$ cat src/rtl/trap_pkg.sv
package trap_pkg;
  typedef enum logic [1:0] {
    PRIV_USR = 2'b00,
    PRIV_SUP = 2'b01,
    PRIV_RSV = 2'b10,
    PRIV_MCH = 2'b11
  } priv_e;

  // status word bit positions decoded by neighbouring CSR logic
  localparam int ST_SIE  = 1;
  localparam int ST_MIE  = 3;
  localparam int ST_SPIE = 5;
  localparam int ST_MPIE = 7;
  localparam int ST_SPP  = 8;
  localparam int ST_MPP  = 11;

  localparam int ENV_CALL_CODE = 8;
  // exception codes that carry an address in the trap value register
  localparam logic [31:0] ADDR_CAUSE_MASK = 32'h0000_B0F3;
endpackage

$ cat src/rtl/trap_route.sv
module trap_route
  import trap_pkg::*;
#(
  parameter int XLEN   = 32,
  parameter int CODE_W = 5
) (
  input  logic              is_irq,
  input  logic [CODE_W-1:0] code,
  input  logic [1:0]        cur_priv,
  input  logic [XLEN-1:0]   medeleg,
  input  logic [XLEN-1:0]   mideleg,
  input  logic [XLEN-1:0]   fault_addr,
  output logic [CODE_W-1:0] eff_code,
  output logic              to_super,
  output logic [XLEN-1:0]   tval
);
  localparam logic [CODE_W-1:0] ECALL = CODE_W'(ENV_CALL_CODE);

  logic [XLEN-1:0] deleg_mask;
  logic            is_ecall;
  logic            addr_cause;

  always_comb begin
    is_ecall   = !is_irq && (code == ECALL);
    eff_code   = is_ecall ? (ECALL + CODE_W'(cur_priv)) : code;
    deleg_mask = is_irq ? mideleg : medeleg;
    to_super   = (cur_priv <= PRIV_SUP) && deleg_mask[eff_code];
    addr_cause = !is_irq && ADDR_CAUSE_MASK[eff_code];
    tval       = addr_cause ? fault_addr : '0;
  end
endmodule

$ cat src/rtl/trap_vector.sv
module trap_vector #(
  parameter int XLEN   = 32,
  parameter int CODE_W = 5
) (
  input  logic [XLEN-1:0]   tvec,
  input  logic              is_irq,
  input  logic [CODE_W-1:0] code,
  output logic [XLEN-1:0]   handler
);
  logic [XLEN-1:0] base;
  logic [XLEN-1:0] offset;

  always_comb begin
    base    = {tvec[XLEN-1:2], 2'b00};
    offset  = (is_irq && tvec[1:0] == 2'b01) ? (XLEN'(code) << 2) : '0;
    handler = base + offset;
  end
endmodule

$ cat src/rtl/trap_entry_unit.sv
module trap_entry_unit
  import trap_pkg::*;
#(
  parameter int XLEN   = 32,
  parameter int CODE_W = 5
) (
  input  logic              clk,
  input  logic              rst_n,
  input  logic              trap_req,
  input  logic              is_irq,
  input  logic [CODE_W-1:0] code,
  input  logic [XLEN-1:0]   pc_in,
  input  logic [XLEN-1:0]   fault_addr,
  input  logic [1:0]        cur_priv,
  input  logic [XLEN-1:0]   status_in,
  input  logic [XLEN-1:0]   medeleg,
  input  logic [XLEN-1:0]   mideleg,
  input  logic [XLEN-1:0]   stvec,
  input  logic [XLEN-1:0]   mtvec,
  input  logic              resv_set,
  output logic              trap_taken,
  output logic [1:0]        new_priv,
  output logic [XLEN-1:0]   new_pc,
  output logic [XLEN-1:0]   status_out,
  output logic [XLEN-1:0]   scause,
  output logic [XLEN-1:0]   sepc,
  output logic [XLEN-1:0]   stval,
  output logic [XLEN-1:0]   mcause,
  output logic [XLEN-1:0]   mepc,
  output logic [XLEN-1:0]   mtval,
  output logic              resv_valid
);
  localparam int NLVL  = 2;
  localparam int PAD_W = XLEN - 1 - CODE_W;

  logic [CODE_W-1:0] eff_code;
  logic              to_super;
  logic [XLEN-1:0]   tval_sel;
  logic [XLEN-1:0]   handler [NLVL];
  logic [XLEN-1:0]   tvec_lvl [NLVL];

  trap_route #(.XLEN(XLEN), .CODE_W(CODE_W)) u_route (
    .is_irq    (is_irq),
    .code      (code),
    .cur_priv  (cur_priv),
    .medeleg   (medeleg),
    .mideleg   (mideleg),
    .fault_addr(fault_addr),
    .eff_code  (eff_code),
    .to_super  (to_super),
    .tval      (tval_sel)
  );

  assign tvec_lvl[0] = stvec;
  assign tvec_lvl[1] = mtvec;

  for (genvar g = 0; g < NLVL; g++) begin : g_vec
    trap_vector #(.XLEN(XLEN), .CODE_W(CODE_W)) u_vec (
      .tvec   (tvec_lvl[g]),
      .is_irq (is_irq),
      .code   (eff_code),
      .handler(handler[g])
    );
  end

  // next-state values
  logic [XLEN-1:0] status_d;
  logic [XLEN-1:0] cause_d;
  logic [XLEN-1:0] pc_d;
  logic [1:0]      priv_d;
  logic            resv_d;

  always_comb begin
    status_d = status_in;
    if (to_super) begin
      status_d[ST_SPIE] = status_in[ST_SIE];
      status_d[ST_SPP]  = cur_priv[0];
      status_d[ST_SIE]  = 1'b0;
      priv_d            = PRIV_SUP;
      pc_d              = handler[0];
    end else begin
      status_d[ST_MPIE]        = status_in[ST_MIE];
      status_d[ST_MPP +: 2]    = cur_priv;
      status_d[ST_MIE]         = 1'b0;
      priv_d                   = PRIV_MCH;
      pc_d                     = handler[1];
    end
    cause_d = {is_irq, {PAD_W{1'b0}}, eff_code};
    resv_d  = trap_req ? 1'b0 : (resv_set ? 1'b1 : resv_valid);
  end

  logic s_en, m_en;
  assign s_en = trap_req && to_super;
  assign m_en = trap_req && !to_super;

  always_ff @(posedge clk or negedge rst_n) begin
    if (!rst_n) begin
      trap_taken <= 1'b0;
      new_priv   <= PRIV_MCH;
      new_pc     <= '0;
      status_out <= '0;
      resv_valid <= 1'b0;
    end else begin
      trap_taken <= trap_req;
      resv_valid <= resv_d;
      if (trap_req) begin
        new_priv   <= priv_d;
        new_pc     <= pc_d;
        status_out <= status_d;
      end
    end
  end

  always_ff @(posedge clk or negedge rst_n) begin
    if (!rst_n) begin
      scause <= '0;
      sepc   <= '0;
      stval  <= '0;
    end else if (s_en) begin
      scause <= cause_d;
      sepc   <= pc_in;
      stval  <= tval_sel;
    end
  end

  always_ff @(posedge clk or negedge rst_n) begin
    if (!rst_n) begin
      mcause <= '0;
      mepc   <= '0;
      mtval  <= '0;
    end else if (m_en) begin
      mcause <= cause_d;
      mepc   <= pc_in;
      mtval  <= tval_sel;
    end
  end


  m_stays_chk: assert property (@(posedge clk) disable iff (!rst_n)
    trap_req && cur_priv == PRIV_MCH |=> new_priv == PRIV_MCH);


  mie_clear_chk: assert property (@(posedge clk) disable iff (!rst_n)
    trap_req && cur_priv == PRIV_MCH |=> !status_out[ST_MIE]);


  epc_capture_chk: assert property (@(posedge clk) disable iff (!rst_n)
    trap_req && cur_priv == PRIV_MCH |=> mepc == $past(pc_in));


  resv_drop_chk: assert property (@(posedge clk) disable iff (!rst_n)
    trap_req |=> !resv_valid);


  idle_hold_chk: assert property (@(posedge clk) disable iff (!rst_n)
    !trap_req |=> $stable(mepc) && $stable(sepc) && $stable(new_priv) && !trap_taken);
endmodule

$ cat config.mk
export PLATFORM = sky130hd
export DESIGN_NAME = trap_entry_unit
export DESIGN_NICKNAME = d
export VERILOG_FILES = /design/src/rtl/trap_pkg.sv /design/src/rtl/trap_route.sv /design/src/rtl/trap_vector.sv /design/src/rtl/trap_entry_unit.sv
export SDC_FILE = /design/constraint.sdc
export NUM_CORES = 1
export LEC_CHECK = 0
export BUFFER_PORTS_ARGS = -buffer_cell sky130_fd_sc_hd__buf_2
export CAP_MARGIN = 20
export CELL_PAD_IN_SITES_DETAIL_PLACEMENT = 1
export CELL_PAD_IN_SITES_GLOBAL_PLACEMENT = 2
export CORE_MARGIN = 4
export CORE_UTILIZATION = 32
export CTS_BUF_LIST = sky130_fd_sc_hd__clkbuf_2
export DETAILED_ROUTE_END_ITERATION = 12
export PLACE_DENSITY_LB_ADDON = 0.3
export REMOVE_ABC_BUFFERS = 1
export SYNTH_ARGS = -nofsm -noshare
export SYNTH_HDL_FRONTEND = slang
export SYNTH_SLANG_ARGS = --single-unit
$ cat constraint.sdc
create_clock -name clk -period 2.75 [get_ports clk]
set_input_delay 0.4125 -clock clk [delete_from_list [all_inputs] [get_ports clk]]
set_output_delay 0.4125 -clock clk [all_outputs]
set_load 0.02 [all_outputs]
=== Yosys cells after proc, flatten, opt, wreduce, memory -nomap -nowiden ===
Memories as Yosys holds them, arrays and structs flattened.
Index checks and enable logic that the tools add are counted.

* Bits in registers: 208
* ROM bits: 32
* Input bits: 236
* Output and inout bits: 260
* Memories kept: 1

{| class="wikitable"
|+ Memory list
! name !! words !! width !! read ports !! clocked after Yosys merged registers in !! wr ports !! line !! source
|-
| (name not given) || 32 || 1 || 1 || 0 || 0 || trap_route.sv:28 || <nowiki>addr_cause = !is_irq && ADDR_CAUSE_MASK[eff_code];</nowiki>
|}

* Add/subtract/negate cells: 3
* $lt $le $gt $ge: 2
* Equal/unequal tests: 3
* Muxes and demuxes: 18
* Reductions and logical operators: 10

{| class="wikitable"
|+ Operator list
! cell !! number
|-
| 32-bit 2-to-1 mux || 3
|-
| 32-bit by 7-bit adder with 32-bit output || 2
|-
| 7-bit 2-to-1 mux || 2
|-
| 1-bit 2-to-1 mux || 9
|-
| 1-bit logical AND || 7
|-
| 5-bit by 6-bit < comparator with 1-bit output (second input constant) || 1
|-
| 4-bit by 2-bit adder with 5-bit output (first input constant) || 1
|-
| 1-bit binary-select mux with 5-bit select || 1
|-
| 5-bit by 4-bit equality test with 1-bit output (second input constant) || 1
|-
| 5-bit 2-to-1 mux || 1
|-
| 2-bit by 1-bit equality test with 1-bit output (second input constant) || 2
|-
| 2-bit 2-to-1 mux || 2
|-
| 2-bit by 1-bit less-or-equal comparator with 1-bit output (second input constant) || 1
|-
| 1-bit zero test || 2
|-
| 2-bit nonzero test || 1
|}

=== Longest topological paths before layout ===
* Depth in word-level cells: 8
* Depth in mapped cells: 16
* Depth with buffers taken out: 12

=== Modules after synthesis ===
From an unflattened synthesis, not the netlist that was laid out.

* Cell total of the unflattened synthesis: 961
* Area total of the unflattened synthesis: 11463.5 um^2

{| class="wikitable"
|+ By module, submodules not included
! module !! times used !! cells an instance !! area each (um^2) !! seq. area each (um^2)
|-
| trap_entry_unit || 1 || 582 || 8674.6 || 5181.2
|-
| trap_vector || 2 || 113 || 882.1 || 0.0
|-
| trap_route || 1 || 153 || 1024.7 || 0.0
|}

=== Least setup slack after synthesis ===
OpenSTA, ideal clock, no wires.

* Path kind: input to register
* Start: input is_irq
* End: register new_pc[24]
* Setup time: 0.127 ns
* Arrival time: 3.240 ns
* Data required time: 2.623 ns
* Setup slack: -0.617 ns
* Stages: 16
* Cell sequence: buf_4 > buf_2 > buf_2 > clkbuf_1 > nand3b_1 > nor2_1 > ha_1 > fa_1 > a21oi_1 > o21bai_1 > a21oi_1 > clkbuf_1 > nor4_1 > xnor2_1 > a21oi_1 > mux2_1

* Cells in the longest elaborated chain, start to end: 7
* Elaborated cells between the ends (all ways): 14
* Those cells by class: add/sub (2); mux (7); reduce/logical (5)

{| class="wikitable"
|+ RTL lines
! what !! line !! source
|-
| from (decl) || trap_entry_unit.sv:10 || <nowiki>input logic is_irq,</nowiki>
|-
| branches (longest 6 deep; another with 32-bit by 7-bit adder with 32-bit output) || - ||
|-
| 32-bit 2-to-1 mux (*) || trap_entry_unit.sv:75 || <nowiki>if (to_super) begin</nowiki>
|-
| to (signal assigned) || trap_entry_unit.sv:108 || <nowiki>new_pc <= pc_d;</nowiki>
|-
| to (decl) || trap_entry_unit.sv:23 || <nowiki>output logic [XLEN-1:0] new_pc,</nowiki>
|}

Every way passes the cells marked *. The select of a mux whose other input is x is not followed.
A chain may end at the register's enable or synchronous reset.

=== Worst setup path in the final report ===
* Start: input code[4]
* End: register sepc[0]

* Cells in the longest elaborated chain, start to end: 7

{| class="wikitable"
|+ RTL lines
! what !! line !! source
|-
| from (decl) || trap_entry_unit.sv:11 || <nowiki>input logic [CODE_W-1:0] code,</nowiki>
|-
| 5-bit by 4-bit equality test with 1-bit output || trap_route.sv:24 || <nowiki>is_ecall = !is_irq && (code == ECALL);</nowiki>
|-
| 1-bit logical AND || trap_route.sv:24 ||
|-
| 5-bit 2-to-1 mux (*) || trap_route.sv:25 || <nowiki>eff_code = is_ecall ? (ECALL + CODE_W'(cur_priv)) : code;</nowiki>
|-
| 1-bit binary-select mux with 5-bit select (*) || trap_route.sv:27 || <nowiki>to_super = (cur_priv <= PRIV_SUP) && deleg_mask[eff_code];</nowiki>
|-
| 1-bit 2-to-1 mux (implied by the code) (*) || trap_route.sv:27 ||
|-
| 1-bit logical AND (*) || trap_route.sv:27 ||
|-
| 1-bit logical AND (*) || trap_entry_unit.sv:93 || <nowiki>assign s_en = trap_req && to_super;</nowiki>
|-
| to (signal assigned) || trap_entry_unit.sv:121 || <nowiki>sepc <= pc_in;</nowiki>
|-
| to (decl) || trap_entry_unit.sv:26 || <nowiki>output logic [XLEN-1:0] sepc,</nowiki>
|}

Every way passes the cells marked *; elsewhere a longest branch is shown, timed or not. The select of a mux whose other input is x is not followed.

==> metrics.md <==
| Metric | Value |
|---|---|
| Core footprint | `33,600 um2` |
| Crit Path Category | `in2reg` |
| Nets@finish | `1,883` |
| Gate Count Post-Synth | `943` |
| Clk buf depth | `3` |
| Hpwl dp | `31.9 mm` |
| Final non-filler cell total | `2,122` |
| Placed inst area | `14,200 um2` |
| Setup violations, final | `16` |
| Final Power | `8.53 mW` |
| H-tree depth reported by CTS | `2` |
| WL per Instance | `20.1 um` |
| Critical Path Sink Type | `flip-flop` |
| Slew Limit Fails | `0` |
| Register bit count reported by yosys | `205` |
| Worst slew pin tran | `693 ps` |
| Drt via density | `4.75` |
| Clk pwr share | `24.5%` |
| Switching Share | `36.9%` |
| Yosys top cell area share | `46.8%` |
| Initial antenna violation count | `3` |
| Failing checks | `setup timing` |
| Largest cells by area after synthesis | `dfrtp_1 47%, mux2_2 11%, mux2_1 6.8%` |
| Gpl congestion | `0.843` |
| GRT Util Overall | `21.8%` |
| Clock Root Buffer | `clkbuf_2` |
| Tmin final | `2780 ps` |
| Fillers | `3,872` |
| DRC | `0` |
| Iteration-0 DRC Markers | `338` |
| CP arrival | `3470 ps` |
| Most used flip-flop cell after synthesis | `dfrtp_1` |
| Largest area contributor in the netlist | `dfrtp_1` |
| TNS Setup | `-146 ps` |
| Setup ws final | `-26.2 ps` |
| Net Sw Power | `3.15 mW` |
| Fin. Hold Viols | `0` |
| DR vias | `10,086` |
| Syn Area/Cell | `11.6 um2` |
| Worst EP required | `3450 ps` |
| DIE WIDTH | `193 um` |
| Placed instance count | `1,881` |
| Status | `complete, but fails checks` |
| Yosys Warn Count | `0` |
| Sequential share of power | `43.3%` |
| Crit share post-route | `101%` |
| Setup crit start kind | `input port` |
| Global-route wire length before repair | `63.3 mm` |
| Rows | `67` |
| Most frequent cells in the layout | `439 x buf_2, 204 x dfrtp_1, 144 x dlygate4sd3_1, 108 x mux2_2, 93 x buf_4` |
| F_max | `360 MHz` |
| Share of total power in combinational logic | `32.3%` |
| Register area share after synthesis | `47.0%` |
| Commonest non-fill, non-tap cell in the layout | `buf_2` |
| Clock latency on the worst-skew pair | `820 ps` |
| Top-Level Pins | `496` |
| Rel. slew slack | `53.8%` |
| Total CTS buffers | `56` |
| Layout area overhead | `47.4%` |
| Area of the mapped netlist | `10,900 um2` |
| Final hold slack | `100 ps` |
| Post-route ant nets | `0` |
| # Max-Cap Violations | `0` |
| Max VDD drop | `0.000268 V` |
| Share of cells above drive strength 1 | `45.5%` |
| Worst-path clk slew | `100 ps` |
| Largest net degree at the start of global routing | `76` |
| Final WL | `42.6 mm` |
| Hold/Removal Path Class | `in2reg` |
| Power Density | `530 nW/um2` |
| Leak | `8.01 nW` |
| CP max FO | `25` |
| Int Power | `5.38 mW` |
| Clock Sinks | `205` |
| DRT Pass-1 Iters | `4` |
| DIE AREA | `37,100 um2` |
| Vias in the first global route | `11,080` |
| Post-synth EDFFs | `0` |
| TritonCTS clock tree | `built` |
| Fin area | `16,100 um2` |
| Initial core utilization | `32.5%` |
| Post-CTS Setup Repair Bufs | `0` |
| RSZ-0062 raised after global routing | `no` |
| Die height | `193 um` |
| Post-synth ARST share | `100%` |
| Buffers on Ports | `440` |
| Grt ovf | `0` |
| Post-synthesis cell type count | `72` |
| Clk_skew | `0 ps` |
-- cells in the mapped netlist (7+ instances only) --
cell       number
dfrtp_1       204
mux2_2        108
mux2_1         66
buf_4          59
and2_1         43
nand2_1        36
xnor2_1        36
nor2_1         35
a21oi_1        32
clkbuf_1       29
o21ai_0        19
nand4_1        18
mux2i_1        17
xor2_1         17
a31oi_1        15
nand3_1        15
buf_2          13
a22o_1         11
nor3_1         11
nor4_1         11
ha_1           10
o2bb2ai_1      10
o31ai_1        10
inv_1           9
nor2b_1         8
a211oi_1        7
-- registers in the layout (all words and copies together), names as in the netlist --
name and flops:
trap_taken 1, status_out 32, new_pc 30, resv_valid 1, mtval 32, new_priv 1, sepc 32, mcause 6
stval 32, mepc 32, scause 6
-- logic make-up (layout without fill, tap and decap cells) --
logic type | after synthesis | after routing | synth area share, %
and+or+nand+nor | 208 | 208 | 10.5
DFF | 205 | 205 | 47.0
muxes | 194 | 194 | 20.1
AOI/OAI and AO/OA | 151 | 151 | 9.92
buffers and inverters | 118 | 793 | 6.65
xor gates and xnor gates | 53 | 53 | 4.25
adders and majority gates | 12 | 12 | 1.51
other | 2 | 58 | 0.0688
-- layer usage --
layer	vias to the layer above	GRT usage, %	wire length (um)
li1	4718	-	-
met3	63	5.26	2960
met5	-	0	0
met2	368	39.4	21800
met4	0	6.31	1010
met1	4937	25.7	16900
-- power groups by stage --
stage                     Sequential (mW)  Clock, mW  Combinational [mW]
final                                3.69       2.09                2.75
after detailed placement             3.74          0                2.59
after global routing                 3.74       2.40                2.95
after global placement               3.72          0                2.56
after CTS                            3.68       2.21                2.76
after floorplan                      4.26          0               0.781
-- through the flow --
stage | setup slack [ps] | util, %
finish | -26.2 | 47.9
global route | 30.9 | 47.9
CTS | 65.2 | 47.8
detailed placement | -508 | 42.1
global placement | -441 | 42.1
floorplan | -2570 | -
-- worst paths after layout --
| path | from | endpoint | slack, ps | cells after the start |
|---|---|---|---|---|
| min | stvec[13] | new_pc[13] | 100 | 4 |
| max reg2reg | resv_valid | resv_valid | 1560 | 3 |
| min in group asynchronous | rst_n | new_pc[7] | 170 | 2 |
| max in group asynchronous | rst_n | sepc[2] | 1770 | 3 |
| max | code[4] | sepc[0] | -30 | 12 |
| min reg2reg | mtval[5] | mtval[5] | 490 | 1 |
-- worst max-delay path, stage by stage --
cell and delay (ps):
buf_2 140, dlygate4sd3_1 570, buf_4 170, nand2b_1 170, or4_1 480, a41oi_1 260, o221a_2 280, a311oi_4 70
buf_4 190, nand3_4 140, buf_12 210, mux2_2 350
-- what timing repair did --
| item | 4_1_cts | 5_1_grt |
|---|---|---|
| hold buffers | 144 | 0 |
| hold endpoints to repair | 298 | 0 |
| endpoints found under the setup margin | 0 | 12 |
| resized for setup | 0 | 5 |
-- cell type report --
class / count / area (um2) / share of cell area [%]
Multi-Input combinational cell: 673 / 5300 / 33.0
Sequential cell: 205 / 5130 / 31.9
Timing Repair Buffer: 689 / 4590 / 28.5
Clock inverter: 14 / 61.3 / 0.381
Antenna cell: 3 / 7.51 / 0.0467
Inverter: 10 / 37.5 / 0.233
Tap cell: 448 / 561 / 3.48
Clock buffer: 80 / 400 / 2.49
Note: power is estimated with default switching activity, not from simulation.
